## config.mk

```make
export PLATFORM = sky130hd
export DESIGN_NAME = keyed_reset_ctrl
export DESIGN_NICKNAME = d
export VERILOG_FILES = /design/src/rtl/krc_pkg.sv /design/src/rtl/krc_pin_sync.sv /design/src/rtl/krc_cmd_engine.sv /design/src/rtl/keyed_reset_ctrl.sv
export SDC_FILE = /design/constraint.sdc
export NUM_CORES = 1
export LEC_CHECK = 0
export BUFFER_PORTS_ARGS = -buffer_cell sky130_fd_sc_hd__clkbuf_2
export CELL_PAD_IN_SITES_DETAIL_PLACEMENT = 0
export CELL_PAD_IN_SITES_GLOBAL_PLACEMENT = 1
export CORE_AREA = 3 3 84 86
export DETAILED_ROUTE_END_ITERATION = 7
export DIE_AREA = 0 0 87 89
export HOLD_SLACK_MARGIN = 0.03
export PLACE_DENSITY = 0.76
export SLEW_MARGIN = 10
export SYNTH_ARGS = -nofsm -noshare
export SYNTH_HDL_FRONTEND = slang
export SYNTH_HIERARCHICAL = 1
export SYNTH_SLANG_ARGS = --single-unit
export TNS_END_PERCENT = 10
```

## constraint.sdc

```tcl
create_clock -name clk -period 2.5 [get_ports clk]
set_input_delay 0.25 -clock clk [delete_from_list [all_inputs] [get_ports clk]]
set_output_delay 0.25 -clock clk [all_outputs]
set_load 0.1 [all_outputs]
```

## src/rtl/krc_pkg.sv

```systemverilog
// Shared constants and types for the password-guarded reset controller.
// Assumes a 32-bit data bus; offsets and field positions are fixed by the map.
package krc_pkg;
    localparam logic [7:0] PASS_KEY  = 8'hA5;
    localparam int         OFS_CMD   = 0;
    localparam int         OFS_STAT  = 4;
    localparam int         OFS_MODE  = 8;
    localparam int         KEY_LSB   = 24;
    localparam int         LEN_LSB   = 8;
    localparam int         UEN_BIT   = 0;
    localparam int         IEN_BIT   = 4;
    localparam int         PROC_BIT  = 0;
    localparam int         PERI_BIT  = 2;
    localparam int         EXT_BIT   = 3;
    localparam int         STICKY_BIT = 0;
    localparam int         KIND_LSB  = 8;
    localparam int         LEVEL_BIT = 16;
    localparam int         BUSY_BIT  = 17;

    typedef enum logic [2:0] {
        KIND_POWER = 3'd0,
        KIND_WDOG  = 3'd2,
        KIND_SOFT  = 3'd3,
        KIND_USER  = 3'd4
    } rst_kind_e;

    typedef struct packed {
        logic ext;
        logic periph;
        logic proc;
    } sw_cmd_t;
endpackage

```

## src/rtl/krc_pin_sync.sv

```systemverilog
// Synchronizes the board reset line, flags its falling edges and delays
// the block's own drive by the same depth so both line up in time.
// Assumes STAGES >= 2 and that the line idles high.
module krc_pin_sync #(
    parameter int STAGES = 2
) (
    input  logic clk,
    input  logic rst_n,
    input  logic pin_n,
    input  logic own_drive,
    output logic level,
    output logic fall,
    output logic own_aligned
);
    logic [STAGES-1:0] sync_q;
    logic [STAGES-1:0] own_q;
    logic              last_q;

    // Shift the raw line and the own-drive flag through matching chains.
    always_ff @(posedge clk) begin
        if (!rst_n) begin
            sync_q <= '1;
            own_q  <= '0;
            last_q <= 1'b1;
        end else begin
            sync_q <= {sync_q[STAGES-2:0], pin_n};
            own_q  <= {own_q[STAGES-2:0], own_drive};
            last_q <= sync_q[STAGES-1];
        end
    end

    assign level       = sync_q[STAGES-1];
    assign fall        = last_q & ~sync_q[STAGES-1];
    assign own_aligned = own_q[STAGES-1];
endmodule

```

## src/rtl/krc_cmd_engine.sv

```systemverilog
// Accepts a software reset command when idle and times its pulses: a fixed
// internal pulse for processor/peripheral and 2^(len+1) cycles on the line.
// Assumes start is already qualified by the password.
module krc_cmd_engine
    import krc_pkg::*;
#(
    parameter int INT_PULSE = 8,
    parameter int LEN_W     = 4
) (
    input  logic             clk,
    input  logic             rst_n,
    input  logic             start,
    input  sw_cmd_t          cmd,
    input  logic [LEN_W-1:0] len,
    output logic             accept,
    output logic             busy,
    output logic             proc_pulse,
    output logic             periph_pulse,
    output logic             drive_n
);
    localparam int CNT_W = (1 << LEN_W) + 1;
    localparam int INT_W = $clog2(INT_PULSE + 1);

    logic [INT_W-1:0] int_cnt;
    logic [CNT_W-1:0] ext_cnt;
    logic             sel_proc;
    logic             sel_periph;

    // Busy while either pulse counter still runs.
    assign busy   = (int_cnt != '0) || (ext_cnt != '0);
    // Only an idle engine with at least one request bit takes a command.
    assign accept = start && !busy && (cmd.proc || cmd.periph || cmd.ext);

    // Load counters on acceptance, otherwise count them down to zero.
    always_ff @(posedge clk) begin
        if (!rst_n) begin
            int_cnt    <= '0;
            ext_cnt    <= '0;
            sel_proc   <= 1'b0;
            sel_periph <= 1'b0;
        end else if (accept) begin
            int_cnt    <= (cmd.proc || cmd.periph) ? INT_W'(INT_PULSE) : '0;
            ext_cnt    <= cmd.ext ? (CNT_W'(1) << (32'(len) + 32'd1)) : '0;
            sel_proc   <= cmd.proc;
            sel_periph <= cmd.periph;
        end else begin
            if (int_cnt != '0) int_cnt <= int_cnt - 1'b1;
            if (ext_cnt != '0) ext_cnt <= ext_cnt - 1'b1;
        end
    end

    assign proc_pulse   = sel_proc && (int_cnt != '0);
    assign periph_pulse = sel_periph && (int_cnt != '0);
    assign drive_n      = (ext_cnt == '0);
endmodule

```

## src/rtl/keyed_reset_ctrl.sv

```systemverilog
// Top of the password-guarded reset controller: register decode, mode and
// status state, user-reset and interrupt logic.
// Assumes single-cycle bus strobes and combinational read data.
module keyed_reset_ctrl
    import krc_pkg::*;
#(
    parameter int ADDR_W    = 4,
    parameter int INT_PULSE = 8,
    parameter int LEN_W     = 4,
    parameter int SYNC_DEPTH = 2
) (
    input  logic              clk,
    input  logic              rst_n,
    input  logic              bus_wr,
    input  logic              bus_rd,
    input  logic [ADDR_W-1:0] bus_addr,
    input  logic [31:0]       bus_wdata,
    output logic [31:0]       bus_rdata,
    input  logic              pin_in_n,
    output logic              pin_drive_n,
    output logic              proc_rst,
    output logic              periph_rst,
    output logic              irq
);
    logic             key_ok, wr_cmd, wr_mode, rd_stat;
    logic             urst_en, irq_en;
    logic [LEN_W-1:0] ext_len;
    logic             sticky;
    rst_kind_e        rst_kind;
    logic             accept, busy, proc_pulse, periph_pulse;
    logic             level, fall, own_aligned, user_rst;
    sw_cmd_t          cmd;
    logic             unused_bits;

    assign unused_bits = ^{bus_wdata[23:12], bus_wdata[7:5], bus_wdata[1]};

    // Decode guarded writes and the clearing status read.
    assign key_ok  = (bus_wdata[KEY_LSB +: 8] == PASS_KEY);
    assign wr_cmd  = bus_wr && key_ok && (bus_addr == ADDR_W'(OFS_CMD));
    assign wr_mode = bus_wr && key_ok && (bus_addr == ADDR_W'(OFS_MODE));
    assign rd_stat = bus_rd && (bus_addr == ADDR_W'(OFS_STAT));

    assign cmd.proc   = bus_wdata[PROC_BIT];
    assign cmd.periph = bus_wdata[PERI_BIT];
    assign cmd.ext    = bus_wdata[EXT_BIT];

    krc_cmd_engine #(
        .INT_PULSE (INT_PULSE),
        .LEN_W     (LEN_W)
    ) u_engine (
        .clk          (clk),
        .rst_n        (rst_n),
        .start        (wr_cmd),
        .cmd          (cmd),
        .len          (ext_len),
        .accept       (accept),
        .busy         (busy),
        .proc_pulse   (proc_pulse),
        .periph_pulse (periph_pulse),
        .drive_n      (pin_drive_n)
    );

    krc_pin_sync #(
        .STAGES (SYNC_DEPTH)
    ) u_sync (
        .clk         (clk),
        .rst_n       (rst_n),
        .pin_n       (pin_in_n),
        .own_drive   (~pin_drive_n),
        .level       (level),
        .fall        (fall),
        .own_aligned (own_aligned)
    );

    // Hold the mode fields; user reset is enabled out of reset.
    always_ff @(posedge clk) begin
        if (!rst_n) begin
            urst_en <= 1'b1;
            irq_en  <= 1'b0;
            ext_len <= '0;
        end else if (wr_mode) begin
            urst_en <= bus_wdata[UEN_BIT];
            irq_en  <= bus_wdata[IEN_BIT];
            ext_len <= bus_wdata[LEN_LSB +: LEN_W];
        end
    end

    // Sticky edge flag: an edge wins over a clearing read in the same cycle.
    always_ff @(posedge clk) begin
        if (!rst_n)       sticky <= 1'b0;
        else if (fall)    sticky <= 1'b1;
        else if (rd_stat) sticky <= 1'b0;
    end

    // A low line the block is not driving itself counts as a user reset.
    assign user_rst = urst_en && !level && !own_aligned;

    // Record the kind of the latest reset.
    always_ff @(posedge clk) begin
        if (!rst_n)                                rst_kind <= KIND_POWER;
        else if (accept)                           rst_kind <= KIND_SOFT;
        else if (fall && urst_en && !own_aligned)  rst_kind <= KIND_USER;
    end

    assign proc_rst   = proc_pulse || user_rst;
    assign periph_rst = periph_pulse || user_rst;
    assign irq        = sticky && irq_en && !urst_en;

    // Read mux for the addressed word.
    always_comb begin
        bus_rdata = '0;
        if (bus_addr == ADDR_W'(OFS_STAT)) begin
            bus_rdata[STICKY_BIT]       = sticky;
            bus_rdata[KIND_LSB +: 3]    = rst_kind;
            bus_rdata[LEVEL_BIT]        = level;
            bus_rdata[BUSY_BIT]         = busy;
        end else if (bus_addr == ADDR_W'(OFS_MODE)) begin
            bus_rdata[UEN_BIT]          = urst_en;
            bus_rdata[IEN_BIT]          = irq_en;
            bus_rdata[LEN_LSB +: LEN_W] = ext_len;
        end
    end
endmodule

```

# Word-level counts from Yosys, hierarchy flattened
# Cells that the tools add are included.
[word_totals] register_bits=38 input_bits=41 out_inout_bits=36
[classes] addsub=3 n_eq_ne=3 n_shift=1 n_mux=18 bitwise=4 reduce_logical=32
[ops] cell="two-way mux 17 bit" count=3
[ops] cell="left shift 1 x 32 -> 17 bit, first input constant" count=1
[ops] cell="zero test 17 bit" count=1
[ops] cell="nonzero test 17 bit" count=1
[ops] cell="subtractor 17 x 1 -> 17 bit, second input constant" count=1
[ops] cell="two-way mux 4 bit" count=4
[ops] cell="logical AND 1 bit" count=14
[ops] cell="== test 8 bit, second input constant" count=1
[ops] cell="nonzero test 2 bit" count=4
[ops] cell="two-way mux 1 bit" count=7
[ops] cell="two-way mux 2 bit" count=3
[ops] cell="adder 4 x 1 -> 5 bit, second input constant" count=1
[ops] cell="logical OR 1 bit" count=5
[ops] cell="== test 4 x 3 -> 1 bit, second input constant" count=1
[ops] cell="== test 4 bit, second input constant" count=1
[ops] cell="zero test 1 bit" count=4
[ops] cell="zero test 4 bit" count=1
[ops] cell="nonzero test 4 bit" count=1
[ops] cell="subtractor 4 x 1 -> 4 bit, second input constant" count=1
[ops] cell="two-way mux 3 bit" count=1
[ops] cell="inverter 1 bit" count=3
[ops] cell="OR reduction 2 bit" count=1
[ops] cell="bitwise AND 1 bit" count=1

# Depth between registers and ports, before layout
# Gate-level depths: netlist (run 1).
[logic_depth] ltp_word=6 mapped_depth=8

# By module
# Netlist (run 1), hierarchy kept.
[modules_own_cells] mod="krc_cmd_engine" n_inst=1 cells_per_inst=173 area_each_um2=1421.4
[modules_own_cells] mod="keyed_reset_ctrl" n_inst=1 cells_per_inst=90 area_each_um2=718.2
[modules_own_cells] mod="krc_pin_sync" n_inst=1 cells_per_inst=11 area_each_um2=137.6

# Worst setup path before layout (run 1)
# No wires, ideal clock.
[synth_timing] path_kind="reg2out" start="reg u_engine.ext_cnt[11]" end="out bus_rdata[17]" arrival_time_ns=2.059 slack_ns=0.191 stages_incl_launch_ff=8 path_buffers=1 cell_sequence="dfxtp_1 or4_4 nor4_4 nand2_4 inv_6 buf_12 nand2_1 and2_1"
[synth_between] elab_chain_len=3
[synth_rtl] element="start: declaration" line_no="krc_cmd_engine.sv:25" text="logic [CNT_W-1:0] ext_cnt;"
[synth_rtl] element="start signal: assignment" line_no="krc_cmd_engine.sv:43" text="ext_cnt <= cmd.ext ? (CNT_W'(1) << (32'(len) + 32'd1)) : '0;"
[synth_rtl] element="start signal: assignment" line_no="krc_cmd_engine.sv:48" text="if (ext_cnt != '0) ext_cnt <= ext_cnt - 1'b1;"
[synth_rtl] element="nonzero test 17 bit" line_no="krc_cmd_engine.sv:30" text="assign busy = (int_cnt != '0) || (ext_cnt != '0);"
[synth_rtl] element="logical OR 1 bit" line_no="krc_cmd_engine.sv:30"
[synth_rtl] element="net busy" line_no="keyed_reset_ctrl.sv:30" text="logic accept, busy, proc_pulse, periph_pulse;"
[synth_rtl] element="two-way mux 2 bit" line_no="keyed_reset_ctrl.sv:112" text="if (bus_addr == ADDR_W'(OFS_STAT)) begin"
[synth_rtl] element="end: declaration" line_no="keyed_reset_ctrl.sv:18" text="output logic [31:0] bus_rdata,"
# The timed path passes the listed nets, and every way through them passes these cells.

# Worst setup path in the final report (run 1)
[layout_timing] start="reg u_engine.ext_cnt[11]" end="out pin_drive_n"
[layout_between] elab_chain_len=1
[layout_rtl] element="zero test 17 bit" line_no="krc_cmd_engine.sv:54" text="assign drive_n = (ext_cnt == '0);"
[layout_rtl] element="end: declaration" line_no="keyed_reset_ctrl.sv:20" text="output logic pin_drive_n,"
# Every way passes these cells.

==> flow_summary.toml, run 1 <==
[outcome]
status = "completed"

[power_and_ir_drop]
power_switching_uw = 1330
seq_power_share_pct = 31.3
clkPwrFrac_pct = 14.6
p_per_area_mw_per_mm2 = 1090
power_switching_share_pct = 46.9
intPower_uw = 1500
power_uw = 2830
leakage_uw = 0.00110
peakVddDrop_mv = 0.583
p_comb_share_pct = 54.1

[place]
portBuffers = 36
gp_congestion = 0.888
dpl_cell_area_mm2 = 0.00251
hpwlAfterDp_um = 4120

[cells_and_area]
fin_nets = 363
fin_util_pct = 40.9
antenna_cells = 0
nFillCells = 655
drive_gt1_share_pct = 21.6
stdcell_area_mm2 = 0.00260
syn2layout_area_growth_pct = 14.2

[clock_network]
htree_levels = 2
post_cts_buffers = 0
clk_latency_ps = 290
cts_inserted_buffers = 5
clock_sinks = 37
cts_resized = 0
clockBufferDepth = 2
holdBufCountCts = 0
clk_pin_slew_worst_paths_ps = 80
root_buffer = "clkbuf_8"
cts_tree = "done"

[drt]
final_antenna_net_count = 0
wl_um = 5420
met3_length_um = 440
vias_per_cell = 5.13
drt-initial-drc-count = 92
via_count = 2036
dr.max_layer_used = "met4"
drc = 0
drtPass1Iterations = 4
met2_length_um = 2590
wl_per_cell_um = 13.6
wl_met1_um = 2300

[synth]
yosys.area.top_type_share_pct = 32.5
synthSimpleGateAreaFrac_pct = 35.9
synthXorXnorAreaFrac_pct = 3.46
muxShareOfSynthArea_pct = 2.64
yosys_warnings = 6
synth_edf_count = 0
synth.distinct_cells = 56
synthTopCellsByArea = "dfxtp_1 33%, buf_4 8.2%, nand2_1 5.3%, nand4_1 2.7%, a21oi_1 2.6%"
syn_avg_cell_area_um2 = 8.31
syn_inst = 274
synthAdderAreaFrac_pct = 1.65
synth_flop_cell = "dfxtp_1"
syn_area_mm2 = 0.00228
synth_common_cells = "37 x dfxtp_1, 32 x nand2_1, 25 x buf_4, 13 x nor2_1, 12 x a21oi_1"
async_flop_share_pct = 0
synth_top_family_by_area = "simple AND/OR/NAND/NOR gates"
synth_compound_area_share_pct = 12.0
ys_ff_latch = 37
yosysMostFrequentCell = "dfxtp_1"
ys_seq_area_share_pct = 32.5
yosysTopAreaCell = "dfxtp_1"

[sta]
rsz0062_at_grt = "false"
hold_viol = 0
worstMarginPinSlew_ps = 977
finalSetupViolCount = 0
fmax_mhz = 420
drv_slew = 0
period_share_pct = 95.2
min_period_ps = 2380
slew_headroom_pct = 34.3
skew_ps = 5.15
fin_setup_tns_ps = 0

[critical_path]
critPathRequiredTime_ps = 2250
startpoint_type = "flip-flop"
worstPathCellList = "or4_4 -> nor4_4 -> nand2_4 -> inv_6 -> buf_4 -> buf_12"
cp_max_fo = 17
path_buf_inv = 3
cp.arrival_ps = 2130
crit_family = "simple AND/OR/NAND/NOR gates"
critical_path_class = "flip-flop to primary output"
end_kind = "primary output"
slowest_delay_ps = 580
cpMaxStageDelayCell = "or4_4"

[die]
ioPinCount = 77
core_mm2 = 0.00635
die_w_um = 87
dieHeight_um = 89
dieArea_mm2 = 0.00774
rows = 29
start_util_pct = 35.9

[global_routing]
grtUsageTotal_pct = 14.9
antenna_found_initial = 0
grt_pass1_vias = 1929
grt_pass1_wl_um = 9060
grt_max_degree = 32
overflow = 0

[job]
cap_violations = 0

[worst_hold_path]
min_path_type = "primary input to flip-flop"
[power by group through the flow]
| stage | Sequential (uW) | Clock, uW | Combinational [uW] |
|---|---|---|---|
| global route | 914 | 467 | 1690 |
| global placement | 893 | 0 | 1510 |
| floorplan | 862 | 0 | 1260 |
| finish | 886 | 412 | 1530 |
| CTS | 885 | 433 | 1530 |
| detailed placement | 898 | 0 | 1520 |
[sequential cells by signal, indices dropped and copies added, names as in the netlist]
name	flops
u_sync/sync_q	2
u_engine/int_cnt	4
ext_len	4
u_sync/last_q	1
rst_kind	2
sticky	1
u_engine/sel_proc	1
u_engine/ext_cnt	17
irq_en	1
u_sync/own_q	2
urst_en	1
u_engine/sel_periph	1
[path summary, 6_finish.rpt]
kind / startpoint / endpoint / slack, ps / cells past startpoint
setup / recovery: u_engine/ext_cnt[11]$_SDFFE_PN0P_ / pin_drive_n / 120 / 6
hold / removal: pin_in_n / u_sync/sync_q[0]$_SDFF_PN1_ / 130 / 2
setup reg to reg: u_engine/ext_cnt[11]$_SDFFE_PN0P_ / u_engine/ext_cnt[13]$_SDFFE_PN0P_ / 430 / 7
hold reg to reg: u_sync/sync_q[0]$_SDFF_PN1_ / u_sync/sync_q[1]$_SDFF_PN1_ / 430 / 1
[stage by stage]
| stage | cells | worst slack, ps | hold WS (ps) |
|---|---|---|---|
| 5_1_grt | 397 | 0.467 | 137 |
| 2_1_floorplan | 297 | 191 | 323 |
| 3_3_place_gp | 389 | 333 | 388 |
| 6_report | 397 | 121 | 131 |
| 4_1_cts | 397 | 19.2 | 121 |
| 3_5_place_dp | 389 | 308 | 413 |
[final cells by class]
cell class | instances | area (um2) | share of cell area (%)
multi-input cells | 220 | 1360 | 52.2
flip-flops and latches | 37 | 741 | 28.5
repair buffers | 44 | 273 | 10.5
well taps | 77 | 96.3 | 3.71
clock buffers | 5 | 68.8 | 2.65
inverters | 11 | 46.3 | 1.78
clock inverters | 3 | 17.5 | 0.674
[layout by cell type (no fill, tap or decap), types with 3 or more instances in the layout]
cell | synthesis | final
xor2_1 | 4 | 4
dfxtp_1 | 37 | 37
clkbuf_8 | 0 | 5
nor2b_1 | 9 | 9
nor2_1 | 13 | 13
nor3b_1 | 3 | 3
mux2i_1 | 6 | 6
nor3_1 | 11 | 11
nand2b_1 | 7 | 7
nand4_1 | 10 | 10
a211oi_1 | 6 | 6
nor4b_1 | 3 | 3
nor4_1 | 3 | 3
nand2_1 | 32 | 32
or2_2 | 4 | 4
a31oi_1 | 4 | 4
inv_1 | 10 | 10
ha_1 | 3 | 3
nand3b_1 | 4 | 4
buf_4 | 25 | 14
a21oi_1 | 12 | 12
o21ai_0 | 5 | 5
or3_1 | 5 | 5
clkbuf_2 | 0 | 28
conb_1 | 1 | 24
and2_1 | 8 | 8
xnor2_1 | 5 | 5
nand3_1 | 8 | 8
[layer usage]
metal,up-vias,GRT usage (%)
met3,9,3.96
met5,-,0
met1,940,17.5
li1,1015,-
met2,72,26.1
met4,0,5.52
[cell families (layout without fill, tap and decap cells)]
family	Yosys count	count (layout)
multiplexers	6	6
XOR/XNOR	9	9
other	1	24
adder cells (fa/ha/maj)	3	3
buffers and inverters	40	63
AO/OA/AOI/OAI	41	41
flip-flops	37	37
AND/OR/NAND/NOR	137	137
Power figures use the tool's default switching activity.
==> run 2: changes to the inputs <==
Settings changed: CORE_AREA 3 3 84 86 to 3 3 72 101, DIE_AREA 0 0 87 89 to 0 0 75 104, PLACE_DENSITY 0.76 to 0.75.
==> run 2 against run 1 <==
Effect of this change:
- critical endpoint is now bus_rdata[17]
- non-clock buffer count unchanged
- final area is 1.6% higher
- power grew 7.7%
- clock power grew 50%
- utilization fell by 0.45 points
- wire length increased by 2.2%
==> flow_summary.toml, run 2 (same netlist as run 1, synthesis figures left out) <==
[global_routing]
grt-busiest-layer = "met2"
met3_usage_pct = 2.13
use_met1_pct = 16.2
use_met2_pct = 25.2
grt_pass1_wl_um = 8840
antenna_found_initial = 0
grt_max_degree = 28
overflow = 0
grtUsageTotal_pct = 14.3
grt_pass1_vias = 1896

[clock_network]
cts_inserted_buffers = 5
htree_levels = 2
holdBufCountCts = 0
cts_tree = "done"
clk_pin_slew_worst_paths_ps = 80
clk_latency_ps = 290
root_buffer = "clkbuf_8"
clock_sinks = 37
clockBufferDepth = 2

[sta]
drv_slew = 0
finalSetupViolCount = 0
worstMarginPinSlew_ps = 664
skew_ps = 8.57
fmax_mhz = 426
slew_headroom_pct = 55.3
hold_viol = 0
fin_setup_tns_ps = 0
rsz0062_at_grt = "false"
min_period_ps = 2350
period_share_pct = 93.9

[drt]
drc = 0
wl_per_cell_um = 14.1
drtPass1Iterations = 4
via_count = 2032
wl_um = 5540
vias_per_cell = 5.16
drt-initial-drc-count = 123
final_antenna_net_count = 0

[die]
start_util_pct = 34.9
rows = 35
die_w_um = 75
core_mm2 = 0.00653
ioPinCount = 77
dieArea_mm2 = 0.00780
dieHeight_um = 104

[critical_path]
critPathRequiredTime_ps = 2250
startpoint_type = "flip-flop"
cp.arrival_ps = 2100
critical_path_class = "flip-flop to primary output"
end_kind = "primary output"
cp_max_fo = 6

[cells_and_area]
top_register = "u_engine/ext_cnt"
reg_top3 = "u_engine/ext_cnt (17), ext_len (4), u_engine/int_cnt (4)"
fin_nets = 363
largest_reg_flops = 17
final_cell_mix = "37 x dfxtp_1, 32 x nand2_1, 32 x clkbuf_2, 24 x conb_1, 13 x nor2_1"
syn2layout_area_growth_pct = 16.0
final_common_cell = "dfxtp_1"
drive_gt1_share_pct = 21.9
antenna_cells = 0
nFillCells = 669
instances_no_fill = 394

[job]
cap_violations = 0

[power_and_ir_drop]
seq_power_share_pct = 29.1
power_switching_share_pct = 43.8
p_comb_share_pct = 50.6
peakVddDrop_mv = 0.349
p_per_area_mw_per_mm2 = 1150
intPower_uw = 1710
leakage_uw = 0.00112
power_switching_uw = 1330
power_uw = 3050
clkPwrFrac_pct = 20.3

[place]
portBuffers = 36
hpwlAfterDp_um = 4290
gp_congestion = 0.903
placed_cells = 386

[outcome]
status = "completed"

[worst_hold_path]
min_path_type = "primary input to flip-flop"
[run 2: worst max-delay path, stage by stage (launching register included)]
cell	delay [ps]
dfxtp_1	360
or3_1	470
nor4_4	380
nand2_4	110
inv_6	70
nand2_1	50
and2_1	150
buf_4	230
[run 2: worst paths after layout]
check	from	cells past startpoint	slack [ps]	endpoint
worst max register to register	u_engine/ext_cnt[5]$_SDFFE_PN0P_	7	500	u_engine/ext_cnt[13]$_SDFFE_PN0P_
worst max-delay path	u_engine/ext_cnt[5]$_SDFFE_PN0P_	7	150	bus_rdata[17]
worst min register to register	u_sync/sync_q[0]$_SDFF_PN1_	1	420	u_sync/sync_q[1]$_SDFF_PN1_
worst min-delay path	pin_in_n	2	130	u_sync/sync_q[0]$_SDFF_PN1_
[run 2: layout make-up]
type	count	area, um2	area share, %
clock buffers	5	68.8	2.60
multi-input cells	220	1360	51.6
repair buffers	44	267	10.1
well taps	74	92.6	3.50
clock inverters	3	65.1	2.46
flip-flops and latches	37	741	28.0
inverters	11	46.3	1.75
[run 2: through the flow]
step	instance area [um2]	setup WS, ps	util, %	hold WS (ps)
floorplan	2360	191	-	323
global placement	2500	329	38.3	392
detailed placement	2500	321	38.3	404
CTS	2630	86.0	40.4	132
global route	2640	34.6	40.5	144
finish	2640	152	40.5	135
[run 2: per-layer routing]
| metal | up-vias | wire, um |
|---|---|---|
| met5 | - | 0 |
| met4 | 0 | 163 |
| met3 | 13 | 288 |
| met2 | 66 | 2840 |
| met1 | 933 | 2250 |
| li1 | 1020 | - |
[run 2: power groups by stage]
stage / sequential [uW] / clock, uW / combinational (uW)
3_3_place_gp: 893 / 0 / 1520
2_1_floorplan: 862 / 0 / 1260
3_5_place_dp: 896 / 0 / 1530
5_1_grt: 919 / 653 / 1690
4_1_cts: 884 / 635 / 1540
6_report: 888 / 618 / 1540
[run 2: repair_timing]
| action | CTS | global route |
|---|---|---|
| endpoints found under the setup margin | 1 | 3 |
| gates cloned | 0 | 0 |
| buffers inserted | 0 | 0 |
| gates resized for setup | 1 | 3 |
